[src/rtl/hdlc_rx_pkg.sv]
package hdlc_rx_pkg;
  localparam int OCTET_W  = 8;
  localparam int FLAG_LEN = 8;
  localparam logic [15:0] CRC_PRESET = 16'hFFFF;
  localparam logic [15:0] CRC_GOOD   = 16'hF0B8;
  localparam logic [15:0] CRC_POLY_R = 16'h8408;

  typedef struct packed {
    logic                 sof;
    logic                 eof;
    logic                 abort;
    logic                 fcs_err;
    logic [OCTET_W-1:0]   data;
  } rx_octet_t;

  // one bit of the reflected CCITT CRC
  function automatic logic [15:0] crc16_step(input logic [15:0] c, input logic b);
    logic [15:0] sh;
    sh = c >> 1;
    return (c[0] ^ b) ? (sh ^ CRC_POLY_R) : sh;
  endfunction
endpackage

[src/rtl/hdlc_mask_sel.sv]
module hdlc_mask_sel #(
  parameter int SLOT_W = 8
) (
  input  logic              clk,
  input  logic              rst_n,
  input  logic              ts_valid,
  input  logic              ts_bit,
  input  logic [SLOT_W-1:0] slot_mask,
  output logic              sel_en,
  output logic              sel_bit
);
  localparam int POS_W = (SLOT_W > 1) ? $clog2(SLOT_W) : 1;
  localparam logic [POS_W-1:0] LAST_POS = POS_W'(SLOT_W - 1);

  logic [POS_W-1:0] pos;
  logic [POS_W-1:0] idx;

  always_ff @(posedge clk or negedge rst_n) begin
    if (!rst_n)        pos <= '0;
    else if (ts_valid) pos <= (pos == LAST_POS) ? '0 : pos + 1'b1;
  end

  // first serial bit of a slot is chosen by the top mask bit
  assign idx     = LAST_POS - pos;
  assign sel_en  = ts_valid & slot_mask[idx];
  assign sel_bit = ts_bit;

  AST_SLOT_WRAP: assert property (@(posedge clk) disable iff (!rst_n)
    (ts_valid && pos == LAST_POS) |=> (pos == '0));
  AST_GAP_HOLDS_POS: assert property (@(posedge clk) disable iff (!rst_n)
    !ts_valid |=> $stable(pos));
  AST_GAP_NO_BIT: assert property (@(posedge clk) disable iff (!rst_n)
    !ts_valid |-> !sel_en);
endmodule

[src/rtl/hdlc_bit_sorter.sv]
module hdlc_bit_sorter
  import hdlc_rx_pkg::*;
(
  input  logic clk,
  input  logic rst_n,
  input  logic bit_en,
  input  logic bit_in,
  output logic flag_evt,
  output logic abort_evt,
  output logic stuff_evt,
  output logic data_en,
  output logic data_bit
);
  localparam int DLY = FLAG_LEN - 1;
  localparam int CW  = $clog2(FLAG_LEN);
  localparam logic [CW-1:0] FULL     = CW'(DLY);
  localparam logic [CW-1:0] RUN_FLAG = CW'(FLAG_LEN - 2);
  localparam logic [CW-1:0] RUN_STUF = CW'(FLAG_LEN - 3);
  localparam logic [CW-1:0] RUN_SAT  = '1;

  logic [CW-1:0]  ones;
  logic [CW-1:0]  pcnt;
  logic [DLY-1:0] pend;
  logic           zero_in, push;

  always_comb begin
    zero_in   = bit_en & ~bit_in;
    flag_evt  = zero_in & (ones == RUN_FLAG);
    stuff_evt = zero_in & (ones == RUN_STUF);
    abort_evt = bit_en & bit_in & (ones == RUN_FLAG);
    push      = bit_en & ~flag_evt & ~stuff_evt & ~abort_evt;
    data_en   = push & (pcnt == FULL);
    data_bit  = pend[DLY-1];
  end

  // run-length of ones on the line
  always_ff @(posedge clk or negedge rst_n) begin
    if (!rst_n)      ones <= '0;
    else if (bit_en) ones <= bit_in ? ((ones == RUN_SAT) ? ones : ones + 1'b1) : '0;
  end

  // bits wait here until they cannot be part of a flag
  always_ff @(posedge clk or negedge rst_n) begin
    if (!rst_n) begin
      pend <= '0;
      pcnt <= '0;
    end else if (flag_evt || abort_evt) begin
      pcnt <= '0;
    end else if (push) begin
      pend <= {pend[DLY-2:0], bit_in};
      if (pcnt != FULL) pcnt <= pcnt + 1'b1;
    end
  end

  AST_PEND_FLUSH: assert property (@(posedge clk) disable iff (!rst_n)
    (flag_evt || abort_evt) |=> (pcnt == '0));
  AST_ZERO_CLEARS_RUN: assert property (@(posedge clk) disable iff (!rst_n)
    zero_in |=> (ones == '0));
endmodule

[src/rtl/hdlc_deframer.sv]
module hdlc_deframer
  import hdlc_rx_pkg::*;
#(
  parameter int MIN_OCTETS = 3,
  parameter int CNT_W      = 8
) (
  input  logic      clk,
  input  logic      rst_n,
  input  logic      flag_evt,
  input  logic      abort_evt,
  input  logic      stuff_evt,
  input  logic      data_en,
  input  logic      data_bit,
  output logic      out_valid,
  output rx_octet_t out_rec
);
  localparam int BW = $clog2(OCTET_W);
  localparam logic [BW-1:0]    LAST_BIT = BW'(OCTET_W - 1);
  localparam logic [CNT_W-1:0] CNT_MAX  = '1;
  localparam logic [CNT_W-1:0] CNT_MIN  = CNT_W'(MIN_OCTETS);

  logic                in_frame, hold_v, first_pend;
  logic [OCTET_W-1:0]  shreg, hold, next_oct;
  logic [BW-1:0]       bitcnt;
  logic [15:0]         crc;
  logic [CNT_W-1:0]    noct;
  logic                close_bad, take_bit;

  assign next_oct  = {data_bit, shreg[OCTET_W-1:1]};
  assign take_bit  = data_en & in_frame;
  assign close_bad = (noct < CNT_MIN) | (bitcnt != '0) | (crc != CRC_GOOD);

  always_ff @(posedge clk or negedge rst_n) begin
    if (!rst_n) begin
      in_frame <= 1'b0; hold_v <= 1'b0; first_pend <= 1'b1;
      shreg <= '0; hold <= '0; bitcnt <= '0; crc <= CRC_PRESET; noct <= '0;
      out_valid <= 1'b0; out_rec <= '0;
    end else begin
      out_valid <= 1'b0;
      if (flag_evt) begin
        if (in_frame && hold_v) begin
          out_valid <= 1'b1;
          out_rec   <= '{sof: first_pend, eof: 1'b1, abort: 1'b0,
                         fcs_err: close_bad, data: hold};
        end
        in_frame <= 1'b1; hold_v <= 1'b0; first_pend <= 1'b1;
        bitcnt <= '0; crc <= CRC_PRESET; noct <= '0;
      end else if (abort_evt) begin
        if (in_frame && hold_v) begin
          out_valid <= 1'b1;
          out_rec   <= '{sof: first_pend, eof: 1'b1, abort: 1'b1,
                         fcs_err: 1'b0, data: hold};
        end
        in_frame <= 1'b0; hold_v <= 1'b0;
      end else if (take_bit) begin
        shreg  <= next_oct;
        bitcnt <= bitcnt + 1'b1;
        crc    <= crc16_step(crc, data_bit);
        if (bitcnt == LAST_BIT) begin
          if (hold_v) begin
            out_valid  <= 1'b1;
            out_rec    <= '{sof: first_pend, eof: 1'b0, abort: 1'b0,
                            fcs_err: 1'b0, data: hold};
            first_pend <= 1'b0;
          end
          hold   <= next_oct;
          hold_v <= 1'b1;
          if (noct != CNT_MAX) noct <= noct + 1'b1;
        end
      end
    end
  end

  AST_MARKS_ON_EOF: assert property (@(posedge clk) disable iff (!rst_n)
    (out_valid && (out_rec.abort || out_rec.fcs_err)) |-> out_rec.eof);
  AST_ABORT_TO_HUNT: assert property (@(posedge clk) disable iff (!rst_n)
    abort_evt |=> !in_frame);
  AST_FLAG_OPENS: assert property (@(posedge clk) disable iff (!rst_n)
    flag_evt |=> (in_frame && bitcnt == '0 && crc == CRC_PRESET));
  AST_STUFF_SKIPPED: assert property (@(posedge clk) disable iff (!rst_n)
    stuff_evt |=> ($stable(bitcnt) && $stable(crc)));
  AST_OCTET_RELEASE: assert property (@(posedge clk) disable iff (!rst_n)
    (take_bit && bitcnt == LAST_BIT && hold_v && !flag_evt && !abort_evt)
      |=> (out_valid && !out_rec.eof));
  AST_IDLE_HUNT: assert property (@(posedge clk) disable iff (!rst_n)
    (!in_frame && !flag_evt) |=> !out_valid);
endmodule

[src/rtl/hdlc_subrate_rx.sv]
module hdlc_subrate_rx
  import hdlc_rx_pkg::*;
#(
  parameter int SLOT_W     = 8,
  parameter int MIN_OCTETS = 3,
  parameter int CNT_W      = 8
) (
  input  logic              clk,
  input  logic              rst_n,
  input  logic              ts_valid,
  input  logic              ts_bit,
  input  logic [SLOT_W-1:0] slot_mask,
  output logic              out_valid,
  output logic [7:0]        out_data,
  output logic              out_sof,
  output logic              out_eof,
  output logic              out_abort,
  output logic              out_fcs_err
);
  logic      sel_en, sel_bit;
  logic      flag_evt, abort_evt, stuff_evt, data_en, data_bit;
  rx_octet_t rec;

  hdlc_mask_sel #(.SLOT_W(SLOT_W)) u_sel (
    .clk(clk), .rst_n(rst_n), .ts_valid(ts_valid), .ts_bit(ts_bit),
    .slot_mask(slot_mask), .sel_en(sel_en), .sel_bit(sel_bit));

  hdlc_bit_sorter u_sort (
    .clk(clk), .rst_n(rst_n), .bit_en(sel_en), .bit_in(sel_bit),
    .flag_evt(flag_evt), .abort_evt(abort_evt), .stuff_evt(stuff_evt),
    .data_en(data_en), .data_bit(data_bit));

  hdlc_deframer #(.MIN_OCTETS(MIN_OCTETS), .CNT_W(CNT_W)) u_dfr (
    .clk(clk), .rst_n(rst_n), .flag_evt(flag_evt), .abort_evt(abort_evt),
    .stuff_evt(stuff_evt), .data_en(data_en), .data_bit(data_bit),
    .out_valid(out_valid), .out_rec(rec));

  assign out_data    = rec.data;
  assign out_sof     = rec.sof;
  assign out_eof     = rec.eof;
  assign out_abort   = rec.abort;
  assign out_fcs_err = rec.fcs_err;
endmodule

[config.mk]
export PLATFORM = sky130hd
export DESIGN_NAME = hdlc_subrate_rx
export DESIGN_NICKNAME = d
export VERILOG_FILES = /design/src/rtl/hdlc_rx_pkg.sv /design/src/rtl/hdlc_mask_sel.sv /design/src/rtl/hdlc_bit_sorter.sv /design/src/rtl/hdlc_deframer.sv /design/src/rtl/hdlc_subrate_rx.sv
export SDC_FILE = /design/constraint.sdc
export NUM_CORES = 1
export LEC_CHECK = 0
export ABC_AREA = 1
export BUFFER_PORTS_ARGS = -buffer_cell sky130_fd_sc_hd__buf_2
export CAP_MARGIN = 20
export CORE_ASPECT_RATIO = 0.7
export CORE_UTILIZATION = 40
export DETAILED_ROUTE_END_ITERATION = 10
export GPL_TIMING_DRIVEN = 0
export MAX_ROUTING_LAYER = met4
export PLACE_DENSITY = 0.53
export SLEW_MARGIN = 30
export SYNTH_ARGS = -nofsm -noshare
export SYNTH_HDL_FRONTEND = slang
export SYNTH_HIERARCHICAL = 1
export SYNTH_SLANG_ARGS = --single-unit
[constraint.sdc]
create_clock -name clk -period 3.5 [get_ports clk]
set_clock_uncertainty 0.15 [all_clocks]
set_input_delay 0.7 -clock clk [delete_from_list [all_inputs] [get_ports clk]]
set_output_delay 0.7 -clock clk [all_outputs]
set_load 0.005 [all_outputs]
==> flow_summary.json, run 1 <==
{
  "drv_cap": 0,
  "ff2ff_setup_slack_ns": 0.42,
  "cts-root-buf": "clkbuf_16",
  "dr_total_vias": 2612,
  "wl_um": 6556,
  "clock_sinks": 74,
  "rsz0062_at_grt": "no",
  "fin_util": 0.4824,
  "hold_path_class": "in2async",
  "drt_iter0_drc": 131,
  "fp.dieArea_um2": 9296,
  "hold_viol": 0,
  "route.detailed.drc": 0,
  "avgViaCountPerCell": 4.599,
  "rows": 28,
  "final_cell_mix": "122 x nand2_1, 57 x dfrtp_1, 53 x inv_1",
  "drive_above_1_share": 0.2121,
  "synth_cells": 408,
  "finalPower_mw": 2.358,
  "fmax_mhz": 324.9,
  "status": "completed",
  "antenna_found_initial": 0,
  "diodes": 0,
  "setup_slack_ns": 0.4220,
  "crit_required_ns": 3.56,
  "grt_start_max_net_pins": 41,
  "synth.cell_area_um2": 3563,
  "end_kind": "register",
  "start_util": 0.4169,
  "ant_nets": 0,
  "ys_warn_count": 6,
  "r2r-start": "u_sel/pos[0]$_DFFE_PN0P_",
  "gp_congestion": 0.7886,
  "cts_buffers": 9,
  "final_common_cell": "nand2_1",
  "post-dp-hpwl_um": 4597,
  "grt_pass1_wl_um": 11610,
  "io_pins": 25,
  "holdBufCountCts": 0,
  "port-buffer-count": 23,
  "p_per_area_nw_per_um2": 571.7,
  "final_max_slew_viol_count": 0,
  "critPathMaxFanout": 10,
  "syn2layout_area_growth_pct": 15.73,
  "syn_area_per_cell_um2": 8.734,
  "finalCriticalPeriod_ns": 3.078,
  "nNetsFinal": 467,
  "syn_nets": 432,
  "dp_slack_ns": 0.2079,
  "cts_tree": "yes",
  "placed_cell_area_um2": 3851,
  "gr-total-overflow": 0,
  "cts_max_level": 3,
  "min_period_over_period": 0.8794,
  "setup-tns-final_ns": 0,
  "core-area_um2": 8548,
  "max-slew-margin-rel": 0.6992,
  "peakVddDrop_v": 0.0003996,
  "tightest_slew_ns": 0.4512,
  "grt_usage": 0.1693,
  "cts_resized": 0,
  "crit_arrival_ns": 3.14,
  "clockBufferDepth": 2,
  "die_width_um": 114.8,
  "first_pass_iters": 4,
  "grt_pass1_vias": 2435,
  "p_leak_nw": 2.159,
  "clkLatencyLatePin_ns": 0.33,
  "critPathLaunchType": "register",
  "crit_start": "u_sel/pos[0]$_DFFE_PN0P_",
  "cts_setup_buffers": 0,
  "n_fill_cell": 855,
  "worstSetupPathType": "reg2reg",
  "finalSetupViolations": 0,
  "post-route-cell-area_um2": 4124,
  "die_h_um": 80.97,
  "wl_per_cell_um": 11.54,
  "clk_pin_slew_worst_paths_ns": 0.06
}
[layout make-up]
class / instances / area (um^2) / share of cell area
Buffer: 8 / 53.80 / 0.01305
Multi-Input combinational cell: 266 / 1411 / 0.3422
Sequential cell: 74 / 1873 / 0.4542
Clock buffer: 11 / 242.7 / 0.05886
Inverter: 60 / 225.2 / 0.05461
Tap cell: 120 / 150.1 / 0.03641
Clock inverter: 5 / 30.03 / 0.007282
Timing Repair Buffer: 24 / 137.6 / 0.03337
[sequential cells by signal, summed over array words and instances, names as in the netlist, 3 cells and up]
name	cells
u_dfr/bitcnt	3
u_sort/pend	7
u_sort/pcnt	3
u_sel/pos	3
u_dfr/hold	8
u_dfr/noct	8
u_dfr/shreg	7
u_sort/ones	3
u_dfr/out_rec	12
u_dfr/crc	16
[critical path: stages, from the launching register on]
cell and delay, ns:
dfrtp_1 0.47, inv_2 0.10, nand2_1 0.09, nand3_1 0.06
nand2_1 0.07, nor2_1 0.04, nor2_1 0.26, inv_2 0.10
a21oi_4 0.29, nand2_4 0.14, nor2_1 0.34, nand3_1 0.23
o21ai_1 0.20, nand2_2 0.13, buf_6 0.17, nand2_1 0.06
o21ai_1 0.06
[per-stage QoR]
stage | cells | hold WS, ns
3_3_place_gp | 551 | 0.3062
6_report | 568 | 0.1587
3_5_place_dp | 552 | 0.3080
2_1_floorplan | 408 | 0.2544
4_1_cts | 568 | 0.1749
5_1_grt | 568 | 0.1919
[power breakdown]
group | switching [mW] | internal [mW]
Sequential | 0.103 | 0.983
Combinational | 0.267 | 0.167
Clock | 0.342 | 0.495
Total | 0.712 | 1.65
[metal layers]
metal  share of wire  up-vias  GRT usage
li1                -     1370          -
met1            0.54     1206     0.2306
met2            0.42       25     0.2412
met3           0.031       11    0.05448
met4           0.012        0    0.04675
met5               0        -          -
[worst paths after layout]
kind                                                 to  cells past startpoint
min reg2reg                u_dfr/out_rec[7]$_DFFE_PN0P_                      2
max                           u_dfr/noct[7]$_DFFE_PN0P_                     16
min in group clk           u_dfr/out_rec[7]$_DFFE_PN0P_                      2
max reg2reg                   u_dfr/noct[7]$_DFFE_PN0P_                     16
min                           u_dfr/noct[0]$_DFFE_PN0P_                      1
max in group asynchronous     u_dfr/crc[12]$_DFFE_PN1P_                      2
No activity file was read; power rests on OpenSTA's default activity.
==> run 2: changes to the inputs <==
Settings changed: BUFFER_PORTS_ARGS -buffer_cell sky130_fd_sc_hd__buf_2 to -buffer_cell sky130_fd_sc_hd__clkbuf_2.
==> flow_summary.json, run 2 (synthesized netlist as in run 1, its figures left out) <==
{
  "drv_cap": 0,
  "grt_usage": 0.1699,
  "final_cell_mix": "122 x nand2_1, 57 x dfrtp_1, 53 x inv_1",
  "crit_required_ns": 3.56,
  "p_per_area_nw_per_um2": 584.7,
  "cts_setup_buffers": 0,
  "cts_resized": 0,
  "start_util": 0.4169,
  "clockBufferDepth": 2,
  "reg2reg_depth": 16,
  "n_fill_cell": 861,
  "route.detailed.drc": 0,
  "r2r-start": "u_sel/pos[0]$_DFFE_PN0P_",
  "peakVddDrop_v": 0.0002781,
  "hold_ws_ns": 0.2258,
  "tightest_slew_ns": 0.5762,
  "dr_total_vias": 2637,
  "post-dp-hpwl_um": 4535,
  "finalCriticalPeriod_ns": 2.993,
  "top_register": "u_dfr/crc",
  "end_kind": "register",
  "multiInputGateArea_um2": 1411,
  "final_common_cell": "nand2_1",
  "finalSetupViolations": 0,
  "max_stage_delay_ns": 0.46,
  "timing.rr.end": "u_dfr/noct[7]$_DFFE_PN0P_",
  "crit_arrival_ns": 3.05,
  "cts-root-buf": "clkbuf_16",
  "die_h_um": 80.97,
  "seqCellArea_um2": 1873,
  "hold_viol": 0,
  "holdBufCountCts": 0,
  "post-route-cell-area_um2": 4126,
  "drt_iter0_drc": 165,
  "finalPower_mw": 2.413,
  "crit_family": "simple AND/OR/NAND/NOR gates",
  "first_pass_iters": 4,
  "clk_pin_slew_worst_paths_ns": 0.05,
  "crit_chain": "inv_2 > nand2_1 > nand3_1 > nand2_1 > nor2_1 > nor2_1 > inv_2 > a21oi_4 > nand2_4 > nor2_1 > nand3_1 > o21ai_1 > nand2_2 > buf_6 > nand2_1 > o21ai_1",
  "critPathMaxFanout": 10,
  "rows": 28,
  "p_leak_nw": 2.152,
  "gp_congestion": 0.7887,
  "nNetsFinal": 466,
  "min_period_over_period": 0.8552,
  "cp_slowest_cell": "dfrtp_1",
  "worstSetupPathType": "reg2reg",
  "gr-total-overflow": 0,
  "core-area_um2": 8548,
  "die_width_um": 114.8,
  "final_max_slew_viol_count": 0,
  "hold_path_class": "in2async",
  "clock_sinks": 74,
  "wl_um": 6578,
  "status": "completed",
  "grt_start_max_net_pins": 75,
  "largest_register_ffs": 16,
  "path_depth": 16,
  "max-slew-margin-rel": 0.6159,
  "cts_max_level": 3,
  "path_buf_inv": 3,
  "crit_start": "u_sel/pos[0]$_DFFE_PN0P_",
  "drive_above_1_share": 0.2036,
  "top_regs": "u_dfr/crc (16), u_dfr/out_rec (12)",
  "cts_buffers": 9,
  "cts_tree": "yes",
  "crit_end": "u_dfr/noct[7]$_DFFE_PN0P_",
  "wl_per_cell_um": 11.60,
  "diodes": 0,
  "syn2layout_area_growth_pct": 15.80,
  "rsz0062_at_grt": "no",
  "placed_cell_area_um2": 3837,
  "port-buffer-count": 23,
  "fp.dieArea_um2": 9296,
  "critPathLaunchType": "register",
  "ant_nets": 0,
  "grt_pass1_wl_um": 11650,
  "avgViaCountPerCell": 4.651,
  "clkLatencyLatePin_ns": 0.33,
  "setup-tns-final_ns": 0,
  "io_pins": 25,
  "grt_pass1_vias": 2560,
  "antenna_found_initial": 0,
  "ff2ff_setup_slack_ns": 0.51,
  "fmax_mhz": 334.1
}
## run 2: changes by cell type in the layout (fill, tap and decap cells not counted)
cell and delta:
clkbuf_1 +2, clkbuf_2 +22, clkinvlp_4 -2, buf_2 -22, bufinv_16 +1, buf_4 -1, clkinv_2 -2, buf_12 -1
clkinv_1 +1, clkbuf_8 +1
## run 2: worst min-delay path by stage
stage,to,slack (ns),startpoint,cells after the start
2_1_floorplan,u_dfr/bitcnt[0]$_DFFE_PN0P_,0.25,rst_n,0
3_3_place_gp,u_dfr/out_rec[1]$_DFFE_PN0P_,0.31,u_dfr/hold[1]$_DFFE_PN0P_,2
3_5_place_dp,u_sort/pend[1]$_DFFE_PN0P_,0.31,u_sort/pend[1]$_DFFE_PN0P_,2
4_1_cts,u_dfr/noct[3]$_DFFE_PN0P_,0.26,rst_n,1
5_1_grt,u_dfr/noct[2]$_DFFE_PN0P_,0.27,rst_n,1
6_report,u_dfr/noct[4]$_DFFE_PN0P_,0.23,rst_n,1
## run 2: cell type report
class | instances | share of cell area
Timing Repair Buffer | 23 | 0.03002
Clock inverter | 3 | 0.009400
Sequential cell | 74 | 0.4539
Tap cell | 120 | 0.03639
Inverter | 60 | 0.05458
Clock buffer | 13 | 0.06064
Buffer | 8 | 0.01304
Multi-Input combinational cell | 266 | 0.3420
## run 2: metal layers
layer / wire, um / share of wire / GRT usage
met2: 2821 / 0.43 / 0.2655
met1: 3411 / 0.52 / 0.2120
met5: 0 / 0 / -
met4: 89 / 0.014 / 0.06234
met3: 256 / 0.039 / 0.04776
## run 2: worst reg2reg max path, delay by kind of cell (launching register included)
kind	cells	cell delay, ns
AO/OA/AOI/OAI	3	0.55
flip-flops	1	0.46
buffers and inverters	3	0.37
AND/OR/NAND/NOR	10	1.35
## run 2: power breakdown
part / internal [mW] / switching, mW / leakage, nW
registers: 0.983 / 0.101 / 0.936
logic: 0.166 / 0.267 / 1.07
clock network: 0.568 / 0.327 / 0.141
## run 2: stage by stage
stage | utilization | instances | setup WS [ns]
2_1_floorplan | - | 408 | 0.7563
3_3_place_gp | 0.4479 | 551 | 0.2440
3_5_place_dp | 0.4489 | 551 | 0.2489
4_1_cts | 0.4827 | 567 | 0.4880
5_1_grt | 0.4827 | 567 | 0.1865
6_report | 0.4827 | 567 | 0.5070
==> run 3: changes to the inputs <==
Settings changed: PLACE_DENSITY 0.53 to 0.55, REMOVE_ABC_BUFFERS from default to 1, SYNTH_HIERARCHICAL 1 to default.
Clock period 3.5 ns to 2.65 ns, I/O delays scaled along.
==> flow_summary.json, run 3 <==
{
  "status": "completed",
  "end_kind": "register",
  "syn_area_per_cell_um2": 8.279,
  "clk_pin_slew_worst_paths_ns": 0.06,
  "drt_iter0_drc": 141,
  "diodes": 0,
  "placed_cell_area_um2": 3757,
  "worstSetupPathType": "reg2reg",
  "grt_pass1_wl_um": 11680,
  "top_regs": "u_dfr.crc (16), u_dfr.out_rec (12)",
  "port-buffer-count": 24,
  "die_width_um": 114.5,
  "drive_above_1_share": 0.1584,
  "synth_area_leaders": "dfrtp_1 40%, nand2_1 15%, dfstp_2 13%, nor2_1 6.7%, nand3_1 5.8%",
  "nNetsFinal": 481,
  "wl_um": 7134,
  "synth_top_family_by_area": "simple AND/OR/NAND/NOR gates",
  "ys.flop_type": "dfrtp_1",
  "drv_cap": 0,
  "synth_top_area_share": 0.4025,
  "fmax_mhz": 413.7,
  "tightest_slew_ns": 0.7294,
  "fin_util": 0.4859,
  "crit_arrival_ns": 2.54,
  "async_reset_ff_frac": 1.000,
  "avgViaCountPerCell": 4.664,
  "cts_tree": "yes",
  "peakVddDrop_v": 0.0007198,
  "synth_cells": 428,
  "cts_max_level": 3,
  "min_period_over_period": 0.9123,
  "finalPower_mw": 3.737,
  "final_common_cell": "nand2_1",
  "gr-total-overflow": 0,
  "synth_most_common_cell": "nand2_1",
  "finalCriticalPeriod_ns": 2.417,
  "dr_total_vias": 2710,
  "clock_sinks": 74,
  "wl_per_cell_um": 12.28,
  "ff2ff_setup_slack_ns": 0.23,
  "synth_cell_types": 33,
  "grt_usage": 0.1720,
  "finalSetupViolations": 0,
  "clkLatencyLatePin_ns": 0.34,
  "hold_path_class": "in2async",
  "syn2layout_area_growth_pct": 16.74,
  "max-slew-margin-rel": 0.5120,
  "largest_register_ffs": 16,
  "critPathMaxFanout": 14,
  "post-route-cell-area_um2": 4136,
  "place_inst": 562,
  "rows": 28,
  "die_h_um": 80.75,
  "setup-tns-final_ns": 0,
  "synth.area.mux_share": 0,
  "synth.cell_area_um2": 3543,
  "final_max_slew_viol_count": 0,
  "crit_required_ns": 2.77,
  "top_register": "u_dfr.crc",
  "grt_pass1_vias": 2393,
  "ys_warn_count": 0,
  "grt_start_max_net_pins": 75,
  "start_util": 0.4162,
  "antenna_found_initial": 0,
  "final_cell_mix": "140 x nand2_1, 63 x nor2_1, 57 x dfrtp_1",
  "core-area_um2": 8513,
  "first_pass_iters": 4,
  "p_leak_nw": 2.237,
  "post-dp-hpwl_um": 4371,
  "synth_seq_area_share": 0.5286,
  "synth_compound_area_frac": 0.02825,
  "synth_top_area_cell": "dfrtp_1",
  "gp_congestion": 0.7434,
  "fp.dieArea_um2": 9245,
  "ys_ff_latch": 74,
  "route.detailed.drc": 0,
  "io_pins": 25,
  "holdBufCountCts": 0,
  "synth_fa_ha_area_frac": 0.04237,
  "critPathLaunchType": "register",
  "synth_edf_count": 0,
  "hold_viol": 0,
  "synth-xor-area-share": 0.01730,
  "clockBufferDepth": 2,
  "cts_buffers": 9,
  "p_per_area_nw_per_um2": 903.4,
  "synthSimpleGateAreaFrac": 0.3217,
  "final_cell_count_no_fill": 581,
  "cts-root-buf": "clkbuf_16",
  "ant_nets": 0,
  "synth_common_cells": "141 x nand2_1, 63 x nor2_1, 57 x dfrtp_1",
  "rsz0062_at_grt": "no"
}
==> run 3: timing repair <==
action | 4_1_cts | 5_1_grt
buffers inserted | 0 | 3
gates resized for setup | 0 | 2
setup endpoints to repair | 0 | 16
==> run 3: layout make-up <==
class                           count  area [um^2]
Clock buffer                       10        229.0
Clock inverter                      5        103.9
Fill cell                         865         4377
Inverter                           41        153.9
Multi-Input combinational cell    304         1475
Sequential cell                    74         1873
Tap cell                          120        150.1
Timing Repair Buffer               27        151.4
==> run 3: cells by family after synthesis <==
family,count (synthesis)
and+or+nand+nor,265
DFF,74
buffers and inverters,51
AOI/OAI and AO/OA,19
adders and majority gates,12
xor gates and xnor gates,7
==> run 3: worst paths after layout <==
| check | start | endpoint | cells after the start |
|---|---|---|---|
| hold / removal | rst_n | u_dfr.out_valid$_DFF_PN0_ | 1 |
| max in group asynchronous | rst_n | u_dfr.noct[0]$_DFFE_PN0P_ | 1 |
| setup / recovery | u_sort.ones[0]$_DFFE_PN0P_ | u_dfr.out_rec[8]$_DFFE_PN0P_ | 8 |
| setup reg to reg | u_sort.ones[0]$_DFFE_PN0P_ | u_dfr.out_rec[8]$_DFFE_PN0P_ | 8 |
| min in group clk | u_dfr.hold[6]$_DFFE_PN0P_ | u_dfr.out_rec[6]$_DFFE_PN0P_ | 2 |
| hold reg to reg | u_dfr.hold[6]$_DFFE_PN0P_ | u_dfr.out_rec[6]$_DFFE_PN0P_ | 2 |
==> run 3: worst max-delay path, stage by stage, from the launching register on <==
cell	delay, ns
dfrtp_1	0.38
inv_1	0.08
ha_1	0.22
a21oi_1	0.11
or2_1	0.42
nand4_2	0.46
nand2_2	0.35
nand2_1	0.11
nand2_1	0.07
==> run 3: metal layers <==
layer  routed length [um]  track usage  vias to the layer above
met1                 3859       0.2294                     1265
met5                    0            -                        -
li1                     -            -                     1400
met3                  278      0.06493                        6
met4                   82      0.05844                        0
met2                 2914       0.2388                       39
==> run 3: stage by stage <==
step	hold slack [ns]	setup WS [ns]
2_1_floorplan	0.08441	0.5898
6_report	0.06138	0.2325
5_1_grt	0.1037	0.06658
3_3_place_gp	0.3028	0.02179
4_1_cts	0.07749	0.08675
3_5_place_dp	0.3036	0.007187
==> run 3: report_power, final <==
group          internal (mW)  leakage [nW]  switching [mW]  total [mW]
registers               1.44         0.932           0.179        1.62
logic                  0.270          1.14           0.482       0.752
clock network          0.914         0.163           0.455        1.37
